**src/rtl/wdog_pkg.sv**
```systemverilog
package wdog_pkg;

    localparam int BUS_W  = 16;
    localparam int CNT_W  = 16;
    localparam int PRE_W  = 8;
    localparam int DSEL_W = 2;
    localparam int ADDR_W = 2;

    localparam logic [ADDR_W-1:0] ADDR_CTRL   = 2'd0;
    localparam logic [ADDR_W-1:0] ADDR_RELOAD = 2'd1;
    localparam logic [ADDR_W-1:0] ADDR_COUNT  = 2'd2;

    localparam logic [CNT_W-1:0] COUNT_RST = 16'h8000;

    typedef struct packed {
        logic [PRE_W-1:0]  pre;
        logic              run;
        logic [DSEL_W-1:0] dsel;
        logic              irq_en;
        logic              rst_en;
    } ctrl_t;

    localparam ctrl_t CTRL_RST = '{pre: '1, run: 1'b1, dsel: '1, irq_en: 1'b0, rst_en: 1'b1};

    function automatic logic [BUS_W-1:0] ctrl_to_word(input ctrl_t c);
        return {c.pre, 2'b00, c.run, c.dsel, c.irq_en, 1'b0, c.rst_en};
    endfunction

    function automatic ctrl_t word_to_ctrl(input logic [BUS_W-1:0] w);
        ctrl_t c;
        c.pre    = w[15:8];
        c.run    = w[5];
        c.dsel   = w[4:3];
        c.irq_en = w[2];
        c.rst_en = w[0];
        return c;
    endfunction

endpackage

```
**src/rtl/wdog_tick_gen.sv**
```systemverilog
module wdog_tick_gen #(
    parameter int PRE_W        = 8,
    parameter int DSEL_W       = 2,
    parameter int DIV_BASE_LOG = 4
) (
    input  logic              clk,
    input  logic              rst_n,
    input  logic              run,
    input  logic [PRE_W-1:0]  pre,
    input  logic [DSEL_W-1:0] dsel,
    output logic              tick
);
    localparam int DIV_CW = DIV_BASE_LOG + (1 << DSEL_W) - 1;
    localparam int SH_W   = $clog2(DIV_CW + 1);

    typedef struct packed {
        logic [PRE_W-1:0]  pre_cnt;
        logic [DIV_CW-1:0] div_cnt;
    } tg_state_t;

    tg_state_t st_d, st_q;
    logic            pre_hit;
    logic [SH_W-1:0] shamt;
    logic [DIV_CW:0] div_lim_w;
    logic [DIV_CW-1:0] div_lim;

    always_comb begin
        shamt     = SH_W'(DIV_BASE_LOG) + SH_W'(dsel);
        div_lim_w = ({{DIV_CW{1'b0}}, 1'b1} << shamt) - {{DIV_CW{1'b0}}, 1'b1};
        div_lim   = div_lim_w[DIV_CW-1:0];
        pre_hit   = run && (st_q.pre_cnt >= pre);
        tick      = pre_hit && (st_q.div_cnt >= div_lim);
        st_d      = st_q;
        if (!run) begin
            st_d.pre_cnt = '0;
            st_d.div_cnt = '0;
        end else if (pre_hit) begin
            st_d.pre_cnt = '0;
            st_d.div_cnt = tick ? '0 : st_q.div_cnt + DIV_CW'(1);
        end else begin
            st_d.pre_cnt = st_q.pre_cnt + PRE_W'(1);
        end
    end

    always_ff @(posedge clk or negedge rst_n) begin
        if (!rst_n) st_q <= '0;
        else        st_q <= st_d;
    end

    // the fixed stage divides by at least 16, so ticks never come back to back
    a_r3_tick_gap: assert property (@(posedge clk) disable iff (!rst_n)
        tick |=> !tick);

    // a stopped chain keeps its counters cleared
    a_r9_idle_clear: assert property (@(posedge clk) disable iff (!rst_n)
        !run |=> (st_q.pre_cnt == '0 && st_q.div_cnt == '0));

endmodule

```
**src/rtl/wdog_down_cnt.sv**
```systemverilog
module wdog_down_cnt #(
    parameter int              CNT_W   = 16,
    parameter logic [CNT_W-1:0] RST_VAL = 16'h8000
) (
    input  logic             clk,
    input  logic             rst_n,
    input  logic             tick,
    input  logic             load,
    input  logic [CNT_W-1:0] load_val,
    input  logic [CNT_W-1:0] reload_val,
    input  logic             irq_en,
    input  logic             rst_en,
    output logic [CNT_W-1:0] count,
    output logic             irq_req,
    output logic             rst_req
);
    typedef struct packed {
        logic [CNT_W-1:0] cnt;
        logic             irq;
        logic             rst;
    } dc_state_t;

    dc_state_t st_d, st_q;
    logic      expire;

    always_comb begin
        expire = tick && !load && (st_q.cnt == '0);
        st_d   = st_q;
        if (load)
            st_d.cnt = load_val;
        else if (tick)
            st_d.cnt = (st_q.cnt == '0) ? reload_val : st_q.cnt - CNT_W'(1);
        st_d.irq = expire && irq_en;
        st_d.rst = expire && rst_en;
    end

    always_ff @(posedge clk or negedge rst_n) begin
        if (!rst_n) st_q <= '{cnt: RST_VAL, irq: 1'b0, rst: 1'b0};
        else        st_q <= st_d;
    end

    assign count   = st_q.cnt;
    assign irq_req = st_q.irq;
    assign rst_req = st_q.rst;

    // a count write lands on the next edge, ahead of any tick
    a_r5_load_now: assert property (@(posedge clk) disable iff (!rst_n)
        load |=> count == $past(load_val));

    // one step down per tick
    a_r3_step: assert property (@(posedge clk) disable iff (!rst_n)
        (tick && !load && count != '0) |=> count == $past(count) - CNT_W'(1));

    // refill on expiry
    a_r4_refill: assert property (@(posedge clk) disable iff (!rst_n)
        (tick && !load && count == '0) |=> count == $past(reload_val));

    // without tick or load the count holds
    a_r9_hold: assert property (@(posedge clk) disable iff (!rst_n)
        (!tick && !load) |=> $stable(count));

    // reset request is a single-cycle pulse gated by its enable
    a_r6_rst_pulse: assert property (@(posedge clk) disable iff (!rst_n)
        rst_req |-> ($past(rst_en) && $past(tick)) ##1 !rst_req);

    // interrupt is a single-cycle pulse gated by its enable
    a_r7_irq_pulse: assert property (@(posedge clk) disable iff (!rst_n)
        irq_req |-> ($past(irq_en) && $past(tick)) ##1 !irq_req);

endmodule

```
**src/rtl/wdog_timer.sv**
```systemverilog
module wdog_timer
    import wdog_pkg::*;
(
    input  logic              clk,
    input  logic              rst_n,
    input  logic [ADDR_W-1:0] bus_addr,
    input  logic              bus_wr,
    input  logic [BUS_W-1:0]  bus_wdata,
    output logic [BUS_W-1:0]  bus_rdata,
    output logic              rst_req,
    output logic              irq_req
);
    typedef struct packed {
        ctrl_t            ctrl;
        logic [CNT_W-1:0] reload;
    } regs_t;

    regs_t            rg_d, rg_q;
    logic             tick;
    logic             cnt_load;
    logic [CNT_W-1:0] count;

    always_comb begin
        rg_d     = rg_q;
        cnt_load = bus_wr && (bus_addr == ADDR_COUNT);
        if (bus_wr && bus_addr == ADDR_CTRL)
            rg_d.ctrl = word_to_ctrl(bus_wdata);
        if (bus_wr && bus_addr == ADDR_RELOAD)
            rg_d.reload = bus_wdata[CNT_W-1:0];
    end

    always_ff @(posedge clk or negedge rst_n) begin
        if (!rst_n) rg_q <= '{ctrl: CTRL_RST, reload: COUNT_RST};
        else        rg_q <= rg_d;
    end

    always_comb begin
        case (bus_addr)
            ADDR_CTRL:   bus_rdata = ctrl_to_word(rg_q.ctrl);
            ADDR_RELOAD: bus_rdata = BUS_W'(rg_q.reload);
            ADDR_COUNT:  bus_rdata = BUS_W'(count);
            default:     bus_rdata = '0;
        endcase
    end

    wdog_tick_gen #(
        .PRE_W        (PRE_W),
        .DSEL_W       (DSEL_W),
        .DIV_BASE_LOG (4)
    ) u_tick (
        .clk   (clk),
        .rst_n (rst_n),
        .run   (rg_q.ctrl.run),
        .pre   (rg_q.ctrl.pre),
        .dsel  (rg_q.ctrl.dsel),
        .tick  (tick)
    );

    wdog_down_cnt #(
        .CNT_W   (CNT_W),
        .RST_VAL (COUNT_RST)
    ) u_cnt (
        .clk        (clk),
        .rst_n      (rst_n),
        .tick       (tick),
        .load       (cnt_load),
        .load_val   (bus_wdata[CNT_W-1:0]),
        .reload_val (rg_q.reload),
        .irq_en     (rg_q.ctrl.irq_en),
        .rst_en     (rg_q.ctrl.rst_en),
        .count      (count),
        .irq_req    (irq_req),
        .rst_req    (rst_req)
    );

    // a control write is taken field by field
    a_r2_ctrl_write: assert property (@(posedge clk) disable iff (!rst_n)
        (bus_wr && bus_addr == ADDR_CTRL) |=> rg_q.ctrl == word_to_ctrl($past(bus_wdata)));

    // a reload write alone leaves the reload path to the count untouched
    a_r10_reload_only: assert property (@(posedge clk) disable iff (!rst_n)
        (bus_wr && bus_addr == ADDR_RELOAD && !tick) |=> $stable(count));

    // with both enables, the two pulses coincide
    a_r8_both_same: assert property (@(posedge clk) disable iff (!rst_n)
        ($past(rg_q.ctrl.irq_en) && $past(rg_q.ctrl.rst_en)) |-> (irq_req == rst_req));

endmodule

```
**config.mk**
```make
export PLATFORM = sky130hd
export DESIGN_NAME = wdog_timer
export DESIGN_NICKNAME = d
export VERILOG_FILES = /design/src/rtl/wdog_pkg.sv /design/src/rtl/wdog_tick_gen.sv /design/src/rtl/wdog_down_cnt.sv /design/src/rtl/wdog_timer.sv
export SDC_FILE = /design/constraint.sdc
export NUM_CORES = 1
export LEC_CHECK = 0
export BUFFER_PORTS_ARGS = -buffer_cell sky130_fd_sc_hd__buf_2
export CAP_MARGIN = 20
export CELL_PAD_IN_SITES_DETAIL_PLACEMENT = 0
export CELL_PAD_IN_SITES_GLOBAL_PLACEMENT = 1
export CORE_UTILIZATION = 35
export CTS_BUF_LIST = sky130_fd_sc_hd__clkbuf_16
export CTS_CLUSTER_DIAMETER = 50
export CTS_CLUSTER_SIZE = 28
export DETAILED_ROUTE_END_ITERATION = 12
export PLACE_DENSITY = 0.75
export SYNTH_ARGS = -nofsm -noshare
export SYNTH_HDL_FRONTEND = slang
export SYNTH_SLANG_ARGS = --single-unit
```
**constraint.sdc**
```tcl
create_clock -name clk -period 2.17 [get_ports clk]
set_input_delay 0 -clock clk [delete_from_list [all_inputs] [get_ports clk]]
set_output_delay 0 -clock clk [all_outputs]
set_load 0.01 [all_outputs]
```
==> summary.txt <==
Run
  – Max_cap viols: 0

Yosys
  – Xor and xnor area share after synthesis: 2.759%
  – Top_reg_cell synth: dfrtp_1
  – Simple-Gate Fraction of Synth Area: 20.30%
  – Count of different cell masters after synthesis: 63
  – Post-Synthesis Cells: 402
  – Compound-Gate Fraction of Synth Area: 14.94%
  – Netlist Area Pre-Place: 3810 um^2
  – Syn nets: 438
  – Largest family of logic cells by synthesized area: simple AND/OR/NAND/NOR gates
  – Synth Warn #: 0
  – Ys async rst share: 100.0%
  – #FFs+latches synth: 62
  – Synth top area share: 31.53%
  – Cell taking the most area after synthesis: dfrtp_1
  – Multiplexer share of the synthesized area: 10.94%
  – Area contributors post-synth: dfrtp_1 32%, dfstp_2 9.7%, mux2_2 6.2%
  – Post-synthesis sequential area ratio: 41.18%
  – Adder-Cell Fraction of Synth Area: 4.926%
  – Number of flops mapped to enable cells by yosys: 0
  – Syn avg cell area: 9.477 um^2

Global routing
  – Largest net degree at the start of global routing: 30
  – Global route overflow: 0
  – GRT Overall Usage: 19.19%
  – Initial antenna violation count: 0
  – Global-route wire length before repair: 16.92 mm
  – Vias in the first global route: 3319

Layout
  – Layout cells sized above 1: 32.30%
  – Final nets: 514
  – Diodes inserted: 0
  – Post-Layout Cell Count: 619
  – Layout Utilization: 46.80%
  – Area growth syn-to-layout: 27.95%
  – Final Cell Area: 4875 um^2
  – Fillcell total: 1008

Power and ir drop
  – LEAKAGE: 2.102 nW
  – Max VDD drop: 384.9 uV
  – Power per cell area: 758.2 nW/um^2

Setup path
  – R2R Path Start: rg_q[26]
  – Required time of the critical path: 2.42 ns
  – Worst path arrival time: 2.56 ns
  – Setup crit start: rg_q[26]
  – Worst setup path category: reg2reg
  – Critical path endpoint category: flip-flop
  – R2R Setup Slk: -0.14 ns
  – CP peak stage delay: 0.53 ns
  – CP Launch Type: flip-flop
  – Worst path slowest cell: dfstp_2
  – FF-to-FF End: u_tick.st_q[2]
  – Critical path, cell by cell: inv_2 -> ha_4 -> nand2_2 -> or3_4 -> o221a_4 -> or2_4 -> or3b_1 -> a21boi_1
  – Worst reg2reg path depth: 8
  – CP Max Fanout: 4

Min path
  – Sink of the worst hold path: u_cnt.rst_req
  – Worst Hold Class: in2reg
  – Worst hold path depth: 4
  – Hold wc startpoint: bus_wr

Routing
  – Post-detailed-route DRC marker count: 0
  – Wire length per cell: 16.33 um
  – TritonRoute pass-1 iters: 4
  – Final ANT Viol Nets: 0
  – 1st-iter DRT viols: 161
  – Final WL: 10.11 mm
  – Vias post-DR: 3257
  – Via density: 5.262

Placement
  – Gpl congestion: 0.8080
  – DP HPWL: 7.274 mm
  – Placed cell area: 4395 um^2
  – Post-Place Setup Slack: -0.1736 ns
  – # port buffers: 38
  – Placed cell count: 586

Timing
  – Final period utilization: 106.6%
  – Setup tns final: -1.156 ns
  – Tightest Pin Transition: 0.7341 ns
  – Tmin final: 2.312 ns
  – Slew HR: 50.85%
  – RSZ-0062 raised after global routing: yes
  – Setup ws final: -0.1425 ns
  – Skew final: 0.004059 ns
  – Final Hold Viols: 0
  – Final setup fails: 18
  – Peak Freq: 0.4324 GHz
  – Slew Viols, Final: 0

Floorplan
  – Initial Utilization: 36.58%
  – Die Ht: 106.3 um
  – Die area: 11310 um^2
  – Die width: 106.3 um
  – # rows: 37
  – Core area: 10420 um^2
  – IO Pins: 39

CTS
  – Worst skew pair latency: 0.32 ns
  – Clk buf depth: 2
  – Htree depth: 3
  – CTS tree: yes
  – Cts bufs inserted: 9
  – Clock Sinks: 62
  – Root Driver: clkbuf_16
  – Clk slew on worst S/H paths: 0.05 ns

Outcome
  – Status: complete, but fails checks
  – Failing checks: negative setup slack
-- worst max-delay path: cells and delay by family, from the launching register on --
family                     cells  cell delay [ns]
DFF                            1             0.53
and+or+nand+nor                4             1.00
buffers and inverters          1             0.05
AOI/OAI and AO/OA              2             0.39
adders and majority gates      1             0.26
-- where the power goes --
group          switching [mW]  total [mW]  internal [mW]
logic                   0.461       0.898          0.438
clock network           0.497        1.25          0.752
registers               0.188        1.55           1.36
-- worst max-delay path by stage --
stage,to,slack [ns],cells after the start
after floorplan,u_tick.st_q[2],-0.12,8
after global placement,u_tick.st_q[2],-0.12,8
after detailed placement,u_tick.st_q[6],-0.17,8
after CTS,u_tick.st_q[2],-0.17,8
after global routing,u_cnt.count[5],-0.23,9
final,u_tick.st_q[2],-0.14,8
-- Yosys cell counts, types with 2 or more instances --
cell       instances
dfrtp_1           48
nand2_1           46
o21ai_0           39
nor2_1            29
mux2_2            21
a21oi_1           20
mux2i_1           18
clkbuf_1          15
ha_1              15
inv_1             15
dfstp_2           14
nand3_1           14
o21ai_1            7
and3_1             6
xnor2_1            6
xor2_1             6
buf_6              4
nor2b_1            4
nor4_1             4
a22o_1             3
a31oi_1            3
and2_1             3
buf_2              3
nand2b_1           3
nand3b_1           3
nand4_1            3
nor3_1             3
nor3b_1            3
o2111ai_1          3
a211oi_1           2
a21boi_1           2
nand4b_1           2
nor4b_1            2
o211ai_1           2
or3_1              2
or4_1              2
-- cells by family (layout without fill, tap and decap cells) --
| group | after synthesis | count (layout) |
|---|---|---|
| XOR/XNOR | 12 | 12 |
| AND/OR/NAND/NOR | 140 | 140 |
| adder cells (fa/ha/maj) | 15 | 15 |
| multiplexers | 39 | 39 |
| flip-flops | 62 | 62 |
| buffers and inverters | 40 | 121 |
| AO/OA/AOI/OAI | 94 | 94 |
-- final cells by class --
type,instances,area (um^2),area share (%)
clock buffers,9,225.2,4.620
clock inverters,7,32.53,0.6674
inverters,15,56.30,1.155
multi-input cells,300,2182,44.76
flip-flops and latches,62,1569,32.19
well taps,136,170.2,3.491
repair buffers,90,639.4,13.12
-- what timing repair did --
item / CTS / global route
hold buffers: 17 / 0
setup buffers: 1 / 1
endpoints found under the setup margin: 23 / 32
endpoints found under the hold margin: 64 / 0
pin swaps: 4 / 2
resized for setup: 9 / 7
-- metal layers --
layer | wire length (um) | GRT usage [%]
met5 | 0 | 0
met3 | 419 | 4.231
met4 | 84 | 4.663
met1 | 4613 | 24.48
met2 | 4990 | 32.79
-- cell usage in the layout, fill, tap and decap left out, types with 17 or more instances in the layout --
master | netlist | layout
dlygate4sd3_1 | 0 | 17
nor2_1 | 29 | 29
mux2_2 | 21 | 21
mux2i_1 | 18 | 18
dfrtp_1 | 48 | 48
buf_2 | 3 | 38
o21ai_0 | 39 | 35
nand2_1 | 46 | 43
buf_4 | 1 | 33
a21oi_1 | 20 | 20
-- state kept, by name, indices dropped and copies added (netlist names) --
| signal | count |
|---|---|
| u_tick.st_q | 15 |
| u_cnt.irq_req | 1 |
| rg_q | 29 |
| u_cnt.count | 16 |
| u_cnt.rst_req | 1 |
-- per-stage QoR --
step                total power [mW]  hold WS [ns]
floorplan                      2.106       -0.2956
global placement               2.403       0.07707
detailed placement             2.431       0.07658
CTS                            3.741        0.1763
global route                   3.912        0.1991
finish                         3.696        0.1887
Note: power is estimated with default switching activity, not from simulation.
